==> src/rtl/dir_pkg.sv <==
package dir_pkg;
    localparam int NODES  = 4;
    localparam int NODE_W = $clog2(NODES);
    localparam int BLOCKS = 16;
    localparam int ADDR_W = $clog2(BLOCKS);
    localparam int WORD_W = 32;

    typedef enum logic [1:0] {
        REQ_RD  = 2'd0,
        REQ_WR  = 2'd1,
        REQ_WB  = 2'd2,
        REQ_NOP = 2'd3
    } req_e;

    typedef enum logic [1:0] {
        MSG_DATA      = 2'd0,
        MSG_INV       = 2'd1,
        MSG_FETCH     = 2'd2,
        MSG_FETCH_INV = 2'd3
    } msg_e;

    typedef enum logic [1:0] {
        BLK_UNC = 2'd0,
        BLK_SHR = 2'd1,
        BLK_EXC = 2'd2
    } blk_e;

    typedef struct packed {
        blk_e              st;
        logic [NODES-1:0]  sharers;
    } dir_ent_t;

    typedef struct packed {
        req_e               kind;
        logic [NODE_W-1:0]  node;
        logic [ADDR_W-1:0]  addr;
    } req_t;

    function automatic logic [NODES-1:0] node_bit(input logic [NODE_W-1:0] n);
        node_bit    = '0;
        node_bit[n] = 1'b1;
    endfunction

    function automatic logic [NODE_W-1:0] lowest_node(input logic [NODES-1:0] v);
        lowest_node = '0;
        for (int i = NODES - 1; i >= 0; i--)
            if (v[i]) lowest_node = NODE_W'(i);
    endfunction

    function automatic logic [WORD_W-1:0] boot_word(input logic [ADDR_W-1:0] a);
        boot_word = {8'hA5, {(WORD_W - 8 - ADDR_W){1'b0}}, a};
    endfunction
endpackage

==> src/rtl/dir_state_array.sv <==
module dir_state_array
    import dir_pkg::*;
#(
    parameter int ENTRIES = BLOCKS,
    parameter int AW      = $clog2(ENTRIES)
) (
    input  logic           clk,
    input  logic           rst,
    input  logic [AW-1:0]  rd_addr,
    output dir_ent_t       rd_ent,
    input  logic           wr_en,
    input  logic [AW-1:0]  wr_addr,
    input  dir_ent_t       wr_ent
);
    dir_ent_t tbl [ENTRIES];

    always_ff @(posedge clk) begin
        if (rst) begin
            for (int i = 0; i < ENTRIES; i++)
                tbl[i] <= '{st: BLK_UNC, sharers: '0};
        end else if (wr_en) begin
            tbl[wr_addr] <= wr_ent;
        end
    end

    assign rd_ent = tbl[rd_addr];


    exc_single_owner_chk: assert property (@(posedge clk) disable iff (rst)
        (rd_ent.st == BLK_EXC) |-> ($countones(rd_ent.sharers) == 1));


    unc_no_sharer_chk: assert property (@(posedge clk) disable iff (rst)
        (rd_ent.st == BLK_UNC) |-> (rd_ent.sharers == '0));


    shr_nonempty_chk: assert property (@(posedge clk) disable iff (rst)
        (rd_ent.st == BLK_SHR) |-> (rd_ent.sharers != '0));
endmodule

==> src/rtl/dir_word_mem.sv <==
module dir_word_mem
    import dir_pkg::*;
#(
    parameter int DEPTH = BLOCKS,
    parameter int AW    = $clog2(DEPTH),
    parameter int DW    = WORD_W
) (
    input  logic           clk,
    input  logic           rst,
    input  logic [AW-1:0]  rd_addr,
    output logic [DW-1:0]  rd_data,
    input  logic           wr_en,
    input  logic [AW-1:0]  wr_addr,
    input  logic [DW-1:0]  wr_data
);
    logic [DW-1:0] words [DEPTH];

    always_ff @(posedge clk) begin
        if (rst) begin
            for (int i = 0; i < DEPTH; i++)
                words[i] <= DW'(boot_word(ADDR_W'(i)));
        end else if (wr_en) begin
            words[wr_addr] <= wr_data;
        end
    end

    assign rd_data = words[rd_addr];
endmodule

==> src/rtl/dir_inval_seq.sv <==
module dir_inval_seq
    import dir_pkg::*;
#(
    parameter int N  = NODES,
    parameter int NW = $clog2(N)
) (
    input  logic           clk,
    input  logic           rst,
    input  logic           load,
    input  logic [N-1:0]   load_vec,
    input  logic           step,
    output logic [NW-1:0]  cur_node,
    output logic           last
);
    localparam logic [N-1:0] ONE = N'(1);

    logic [N-1:0] pend;
    logic [N-1:0] pend_rest;

    assign pend_rest = pend & (pend - ONE);

    always_ff @(posedge clk) begin
        if (rst)       pend <= '0;
        else if (load) pend <= load_vec;
        else if (step) pend <= pend_rest;
    end

    always_comb begin
        cur_node = '0;
        for (int i = N - 1; i >= 0; i--)
            if (pend[i]) cur_node = NW'(i);
    end

    assign last = (pend_rest == '0);


    step_has_target_chk: assert property (@(posedge clk) disable iff (rst)
        step |-> (pend != '0));


    step_shrinks_chk: assert property (@(posedge clk) disable iff (rst)
        (step && !load) |=> ($countones(pend) + 1 == $countones($past(pend))));
endmodule

==> src/rtl/dir_home_ctrl.sv <==
module dir_home_ctrl
    import dir_pkg::*;
(
    input  logic         clk,
    input  logic         rst,
    input  logic         in_valid,
    output logic         in_ready,
    input  logic [1:0]   in_kind,
    input  logic [1:0]   in_node,
    input  logic [3:0]   in_addr,
    input  logic [31:0]  in_data,
    output logic         out_valid,
    output logic [1:0]   out_kind,
    output logic [1:0]   out_node,
    output logic [3:0]   out_addr,
    output logic [31:0]  out_data
);
    typedef enum logic [2:0] {
        S_IDLE, S_INV, S_FETCH, S_WAIT, S_REPLY
    } ctl_e;

    ctl_e               st, st_nxt;
    req_t               cur;
    logic [NODE_W-1:0]  owner_q;
    req_e               kind_in;

    dir_ent_t           ent, dir_wd;
    logic               dir_we;
    logic [ADDR_W-1:0]  acc_addr;

    logic               mem_we;
    logic [WORD_W-1:0]  mem_rd;

    logic               inv_load, inv_step, inv_last;
    logic [NODES-1:0]   inv_vec;
    logic [NODE_W-1:0]  inv_node;

    assign kind_in  = req_e'(in_kind);
    assign acc_addr = (st == S_IDLE) ? in_addr : cur.addr;

    dir_state_array #(.ENTRIES(BLOCKS)) u_dir (
        .clk(clk), .rst(rst),
        .rd_addr(acc_addr), .rd_ent(ent),
        .wr_en(dir_we), .wr_addr(acc_addr), .wr_ent(dir_wd)
    );

    dir_word_mem #(.DEPTH(BLOCKS), .DW(WORD_W)) u_mem (
        .clk(clk), .rst(rst),
        .rd_addr(cur.addr), .rd_data(mem_rd),
        .wr_en(mem_we), .wr_addr(acc_addr), .wr_data(in_data)
    );

    dir_inval_seq #(.N(NODES)) u_inv (
        .clk(clk), .rst(rst),
        .load(inv_load), .load_vec(inv_vec), .step(inv_step),
        .cur_node(inv_node), .last(inv_last)
    );

    always_comb begin
        case (st)
            S_IDLE:  in_ready = 1'b1;
            S_WAIT:  in_ready = in_valid && (kind_in == REQ_WB) &&
                                (in_node == owner_q) && (in_addr == cur.addr);
            default: in_ready = 1'b0;
        endcase
    end

    always_comb begin
        st_nxt   = st;
        dir_we   = 1'b0;
        dir_wd   = ent;
        mem_we   = 1'b0;
        inv_load = 1'b0;
        inv_vec  = '0;
        inv_step = 1'b0;
        case (st)
            S_IDLE: if (in_valid) begin
                case (kind_in)
                    REQ_RD: begin
                        if (ent.st == BLK_EXC) begin
                            st_nxt = S_FETCH;
                        end else begin
                            dir_we = 1'b1;
                            dir_wd = '{st: BLK_SHR, sharers: ent.sharers | node_bit(in_node)};
                            st_nxt = S_REPLY;
                        end
                    end
                    REQ_WR: begin
                        if (ent.st == BLK_EXC) begin
                            st_nxt = S_FETCH;
                        end else begin
                            dir_we   = 1'b1;
                            dir_wd   = '{st: BLK_EXC, sharers: node_bit(in_node)};
                            inv_vec  = ent.sharers & ~node_bit(in_node);
                            inv_load = 1'b1;
                            st_nxt   = (inv_vec != '0) ? S_INV : S_REPLY;
                        end
                    end
                    REQ_WB: begin
                        if (ent.st == BLK_EXC && ent.sharers[in_node]) begin
                            mem_we = 1'b1;
                            dir_we = 1'b1;
                            dir_wd = '{st: BLK_UNC, sharers: '0};
                        end
                    end
                    default: ;
                endcase
            end
            S_INV: begin
                inv_step = 1'b1;
                if (inv_last) st_nxt = S_REPLY;
            end
            S_FETCH: st_nxt = S_WAIT;
            S_WAIT: if (in_ready) begin
                mem_we = 1'b1;
                dir_we = 1'b1;
                if (cur.kind == REQ_RD)
                    dir_wd = '{st: BLK_SHR, sharers: node_bit(owner_q) | node_bit(cur.node)};
                else
                    dir_wd = '{st: BLK_EXC, sharers: node_bit(cur.node)};
                st_nxt = S_REPLY;
            end
            S_REPLY: st_nxt = S_IDLE;
            default: st_nxt = S_IDLE;
        endcase
    end

    always_ff @(posedge clk) begin
        if (rst) begin
            st      <= S_IDLE;
            cur     <= '{kind: REQ_NOP, node: '0, addr: '0};
            owner_q <= '0;
        end else begin
            st <= st_nxt;
            if (st == S_IDLE && in_valid) begin
                cur     <= '{kind: kind_in, node: in_node, addr: in_addr};
                owner_q <= lowest_node(ent.sharers);
            end
        end
    end

    always_comb begin
        out_valid = (st == S_INV) || (st == S_FETCH) || (st == S_REPLY);
        out_addr  = cur.addr;
        out_data  = '0;
        out_kind  = MSG_DATA;
        out_node  = cur.node;
        case (st)
            S_INV: begin
                out_kind = MSG_INV;
                out_node = inv_node;
            end
            S_FETCH: begin
                out_kind = (cur.kind == REQ_WR) ? MSG_FETCH_INV : MSG_FETCH;
                out_node = owner_q;
            end
            S_REPLY: out_data = mem_rd;
            default: ;
        endcase
    end


    fetch_then_quiet_chk: assert property (@(posedge clk) disable iff (rst)
        (out_valid && (out_kind == MSG_FETCH || out_kind == MSG_FETCH_INV)) |=> !out_valid);


    inv_not_requester_chk: assert property (@(posedge clk) disable iff (rst)
        (out_valid && out_kind == MSG_INV) |-> (out_node != cur.node));


    reply_then_ready_chk: assert property (@(posedge clk) disable iff (rst)
        (out_valid && out_kind == MSG_DATA) |=> (!out_valid && in_ready));


    wait_stall_chk: assert property (@(posedge clk) disable iff (rst)
        (st == S_WAIT && in_valid && kind_in != REQ_WB) |-> !in_ready);


    addr_stable_chk: assert property (@(posedge clk) disable iff (rst)
        (out_valid && $past(out_valid)) |-> $stable(out_addr));
endmodule

==> config.mk <==
export PLATFORM = sky130hd
export DESIGN_NAME = dir_home_ctrl
export DESIGN_NICKNAME = d
export VERILOG_FILES = /design/src/rtl/dir_pkg.sv /design/src/rtl/dir_state_array.sv /design/src/rtl/dir_word_mem.sv /design/src/rtl/dir_inval_seq.sv /design/src/rtl/dir_home_ctrl.sv
export SDC_FILE = /design/constraint.sdc
export NUM_CORES = 1
export LEC_CHECK = 0
export BUFFER_PORTS_ARGS = -buffer_cell sky130_fd_sc_hd__buf_2
export CAP_MARGIN = 20
export CORE_ASPECT_RATIO = 1.75
export CORE_MARGIN = 10
export CORE_UTILIZATION = 55
export CTS_CLUSTER_DIAMETER = 150
export DETAILED_ROUTE_END_ITERATION = 6
export PLACE_DENSITY_LB_ADDON = 0.08
export SETUP_SLACK_MARGIN = 0.3
export SLEW_MARGIN = 20
export SYNTH_ARGS = -nofsm -noshare
export SYNTH_HDL_FRONTEND = slang
export SYNTH_SLANG_ARGS = --single-unit
export TNS_END_PERCENT = 20
==> constraint.sdc <==
create_clock -name clk -period 11.3 [get_ports clk]
set_input_delay 1.13 -clock clk [delete_from_list [all_inputs] [get_ports clk]]
set_output_delay 1.13 -clock clk [all_outputs]
set_load 0.05 [all_outputs]
== After elaboration in Yosys (flattened, before gate mapping) ==
Memory sizes are Yosys's and may differ from the RTL's. A register that Yosys moved wholly into a read port is not among the register bits.
Index checks and enable logic that the tools add are counted.

* Add/subtract/negate cells: 1
* $lt $le $gt $ge: 6
* Eq/ne operators: 14
* Multiplexer cells: 73
* Bitwise gates (word level): 5
* Reductions and logical operators: 20

{| class="wikitable"
|+ Operator list
! cell !! number
|-
| $mux 32 || 2
|-
| $mux 4 || 11
|-
| $mux 6 || 7
|-
| $reduce_or 32->1 || 1
|-
| $mux 1 || 25
|-
| $mux 3 || 6
|-
| $pmux 6 s3 || 1
|-
| $mux 2 || 8
|-
| $pmux 3 s4 || 1
|-
| $pmux 6 s2 || 1
|-
| $lt 2x3->1 const B || 3
|-
| $and 4x4->4 || 2
|-
| $logic_and 1x1->1 || 8
|-
| $or 4x4->4 || 2
|-
| $pmux 1 s2 || 4
|-
| $pmux 2 s2 || 2
|-
| $demux 1 s2 || 3
|-
| $eq 3x2->1 const B || 2
|-
| $ge 2x1->1 const B || 3
|-
| $ne 2x2->1 const B || 3
|-
| $pmux 3 s2 || 1
|-
| $reduce_or 6->1 || 1
|-
| $eq 2x1->1 const B || 2
|-
| $eq 2x2->1 const B || 2
|-
| 16 further kinds || 18
|}

* Flip-flop bits (word level): 17
* RAM bits: 608
* Input port bits: 43
* Output and inout bits: 42
* Memories kept: 2

{| class="wikitable"
|+ Memories
! name !! words !! width !! rd ports !! clocked after memory_dff !! write ports !! RTL line !! source
|-
| u_mem.words || 16 || 32 || 1 || 1 || 16 || dir_word_mem.sv:16 || <nowiki>logic [DW-1:0] words [DEPTH];</nowiki>
|-
| u_dir.tbl || 16 || 6 || 1 || 0 || 16 || dir_state_array.sv:15 || <nowiki>dir_ent_t tbl [ENTRIES];</nowiki>
|}

== Logic depth before layout (Yosys ltp) ==
An unclocked memory read counts as a cell.

* Depth in word-level cells: 15
* Depth in mapped cells: 14
* Mapped depth without buffers: 8

== Modules after synthesis ==
Synthesis repeated with hierarchy kept, for this count alone.

* Cells, all modules: 1973
* Area, all modules: 29179.2 um^2

{| class="wikitable"
|+ Modules (own cells, without submodules)
! module !! times used !! cells an instance !! area each (um^2)
|-
| dir_word_mem || 1 || 1421 || 22881.9
|-
| dir_state_array || 1 || 292 || 4458.0
|-
| dir_home_ctrl || 1 || 234 || 1627.8
|-
| dir_inval_seq || 1 || 26 || 211.5
|}

== Least setup slack after synthesis ==
Ideal clock, no wire load.

* Kind: input to register
* Start point: input port in_addr[0]
* End point: memory u_mem.words[1][0] (netlist name) (enable)
* Arrival: 5.687 ns
* Required time: 10.834 ns
* Slack: 5.147 ns
* Cell stages on the path: 12
* Buffers on the path: 4
* Cell sequence: buf_4 -> buf_4 -> nor2b_1 -> a22oi_1 -> a21oi_1 -> nor3_4 -> o221ai_2 -> or3_1 -> o32a_1 -> buf_6 -> clkbuf_1 -> o21ai_0

{| class="wikitable"
|+ RTL lines
! element !! RTL line !! source
|-
| from (decl) || dir_home_ctrl.sv:10 || <nowiki>input logic [3:0] in_addr,</nowiki>
|-
| to (decl) || dir_word_mem.sv:16 ||
|}

==> flow_summary.toml <==
[detailed_routing]
drtIter0Drc = 1877
drc = 0
num_vias = 20100
wl_microns = 88600
vias_per_cell = 6.95
wl_per_cell_microns = 30.6
first_pass_iters = 6
drtAntennaViolNets = 0

[cells_and_area]
design_area_sq_um = 33200
final_nets = 2202
area_delta_synth_final_pct = 9.58
drive_gt1_share_pct = 20.9

[clocking]
path_clk_slew_ns = 0.06
tritoncts = "yes"
clock_path_buffers = 3
ctsResizeCount = 0
clk_latency_ns = 0.62
postCtsSetupBuffers = 0
clock_sinks = 629
cts_hold_buf = 0
htreeDepth = 2
cts-root-buf = "clkbuf_16"
numCtsBuffers = 57

[floorplan]
die_h_microns = 331
ios = 85
core_sq_um = 54400
die_area_sq_um = 65300
start_util_pct = 55.7
row_count = 113
die_width_microns = 197

[worst_setup_path]
endpoint_kind = "flip-flop"
startpoint_type = "input port"
crit_type = "input port to flip-flop"
worstPathArrival_ns = 6.93
path_max_fanout = 106
cp_data_required_time_ns = 11.62

[synthesis]
synth_most_common_cell = "edfxtp_1"
synth_edf_count = 608
synth_fa_ha_area_share_pct = 0.0330
synth_common_cells = "edfxtp_1 (608), nor3_1 (440), mux4_2 (181)"
synth_cell_types = 75
yosysTopAreaCell = "edfxtp_1"
synth_top_area_share_pct = 60.2
synth-compound-area-share_pct = 3.46
ys_warn_count = 0
synth_area_per_cell_sq_um = 13.8
ys.flop_type = "edfxtp_1"
synthMuxAreaShare_pct = 15.3
synth_top_family_by_area = "simple AND/OR/NAND/NOR gates"
yosysSeqAreaShare_pct = 61.6
syn_area_sq_um = 30300
synth-simple-area-share_pct = 15.9
ys_ff_latch = 629
synthArstFlopShare_pct = 0
synthCells = 2197
syn_nets = 2240
synth_area_leaders = "edfxtp_1 (60%), mux4_2 (13%), nor3_1 (7.3%)"
synth_xor_area_share_pct = 0.202

[global_route]
grt_max_degree = 111
grt_pass1_wl_microns = 132000
grt_usage_pct = 27.3
first_global_vias = 20800
grt_overflow = 0
antenna_found_initial = 3

[timing]
slew_violations = 0
fin_crit_ns = 6.61
slew_headroom_pct = 22.8
setup_viol = 0
clock.fmax_ghz = 0.151
timing.setup.tns_ns = 0
tightestPinTransition_ns = 1.16
post-route-period-util_pct = 58.5
skew_ns = 0.0191
rsz0062_at_grt = "no"
finalHoldViolations = 0
fin_hold_ws_ns = 0.510

[placement]
place_congestion = 0.900
dpl_cell_area_sq_um = 31300
portBuffers = 84
hpwl_microns = 51100

[power_and_ir_drop]
leakagePower_uw = 0.0100
ir_drop_v = 0.000347
power_density_nw_per_um2 = 228

[hold_path]
hp-class = "flip-flop to flip-flop"

[run]
cap_violations = 0

[outcome]
status = "completed"
-- state kept, by name, indices dropped and copies added (netlist names), named ones only --
name,cells
u_inv.pend,4
u_mem.words,512
cur,4
owner_q,2
st,3
out_addr,4
u_dir.tbl,96
-- cell usage in the layout, fill, tap and decap left out, types with 29 or more instances in the layout --
cell type  Yosys  routed
edfxtp_1     608     608
nor3_1       440     440
mux4_2       181     181
nand2_1      165     160
nand3_1       90      90
buf_2         55      84
nor4_1        68      68
clkbuf_16      0      58
nor2_1        54      49
buf_4         13      48
nor2b_1       44      44
mux2i_1       31      29
-- stage by stage --
step | utilization (%) | setup slack (ns) | total power, uW | cells
finish | 61.0 | 4.69 | 7570 | 2897
global placement | 57.5 | 4.34 | 5550 | 2790
global route | 61.0 | 4.55 | 7810 | 2896
CTS | 61.0 | 4.85 | 7580 | 2896
floorplan | - | 5.15 | 4580 | 2197
detailed placement | 57.5 | 4.20 | 5570 | 2790
-- area by class of cell --
class	count	area [sq um]
Clock inverter	38	422
Inverter	10	37.5
Tap cell	690	863
Multi-Input combinational cell	1328	10900
Antenna cell	1	2.50
Sequential cell	629	18700
Fill cell	4193	21200
Timing Repair Buffer	133	801
Clock buffer	68	1520
-- where the power goes --
group	internal, uW	switching [uW]
clock	1160	866
combinational	671	2110
sequential	2660	98.3
total	4490	3080
-- layer usage --
layer,global-route usage (%),up-vias,wire [microns]
met3,3.18,222,5850
met2,48.6,972,47700
met5,0,-,31
met1,31.9,10200,30700
met4,13.9,4,4380
li1,-,8691,-
-- final timing paths --
kind | from | endpoint | slack [ns] | cells past startpoint
min reg2reg | cur[5]$_SDFFE_PP0P_ | cur[5]$_SDFFE_PP0P_ | 0.51 | 2
min | cur[5]$_SDFFE_PP0P_ | cur[5]$_SDFFE_PP0P_ | 0.51 | 2
max | in_addr[0] | u_mem.words[10][9]$_SDFFCE_PN0P_ | 4.69 | 11
max reg2reg | st[2]$_SDFFE_PP0P_ | u_mem.words[10][9]$_SDFFCE_PN0P_ | 4.94 | 12
-- cells by family after synthesis --
logic type               after synthesis
flip-flops                           629
multiplexers                         226
AO/OA/AOI/OAI                        153
buffers and inverters                240
XOR/XNOR                               7
adder cells (fa/ha/maj)                1
AND/OR/NAND/NOR                      941
-- worst max-delay path, stage by stage --
cell and delay, ns:
buf_2 0.53, or4b_4 0.58, nand2_1 0.53, a221oi_1 0.11, o21ai_0 0.56, and4_1 0.52, o32a_2 0.22, buf_4 0.69
buf_4 0.82, buf_4 0.92, nor3_1 0.16
Note: power is estimated with default switching activity, not from simulation.
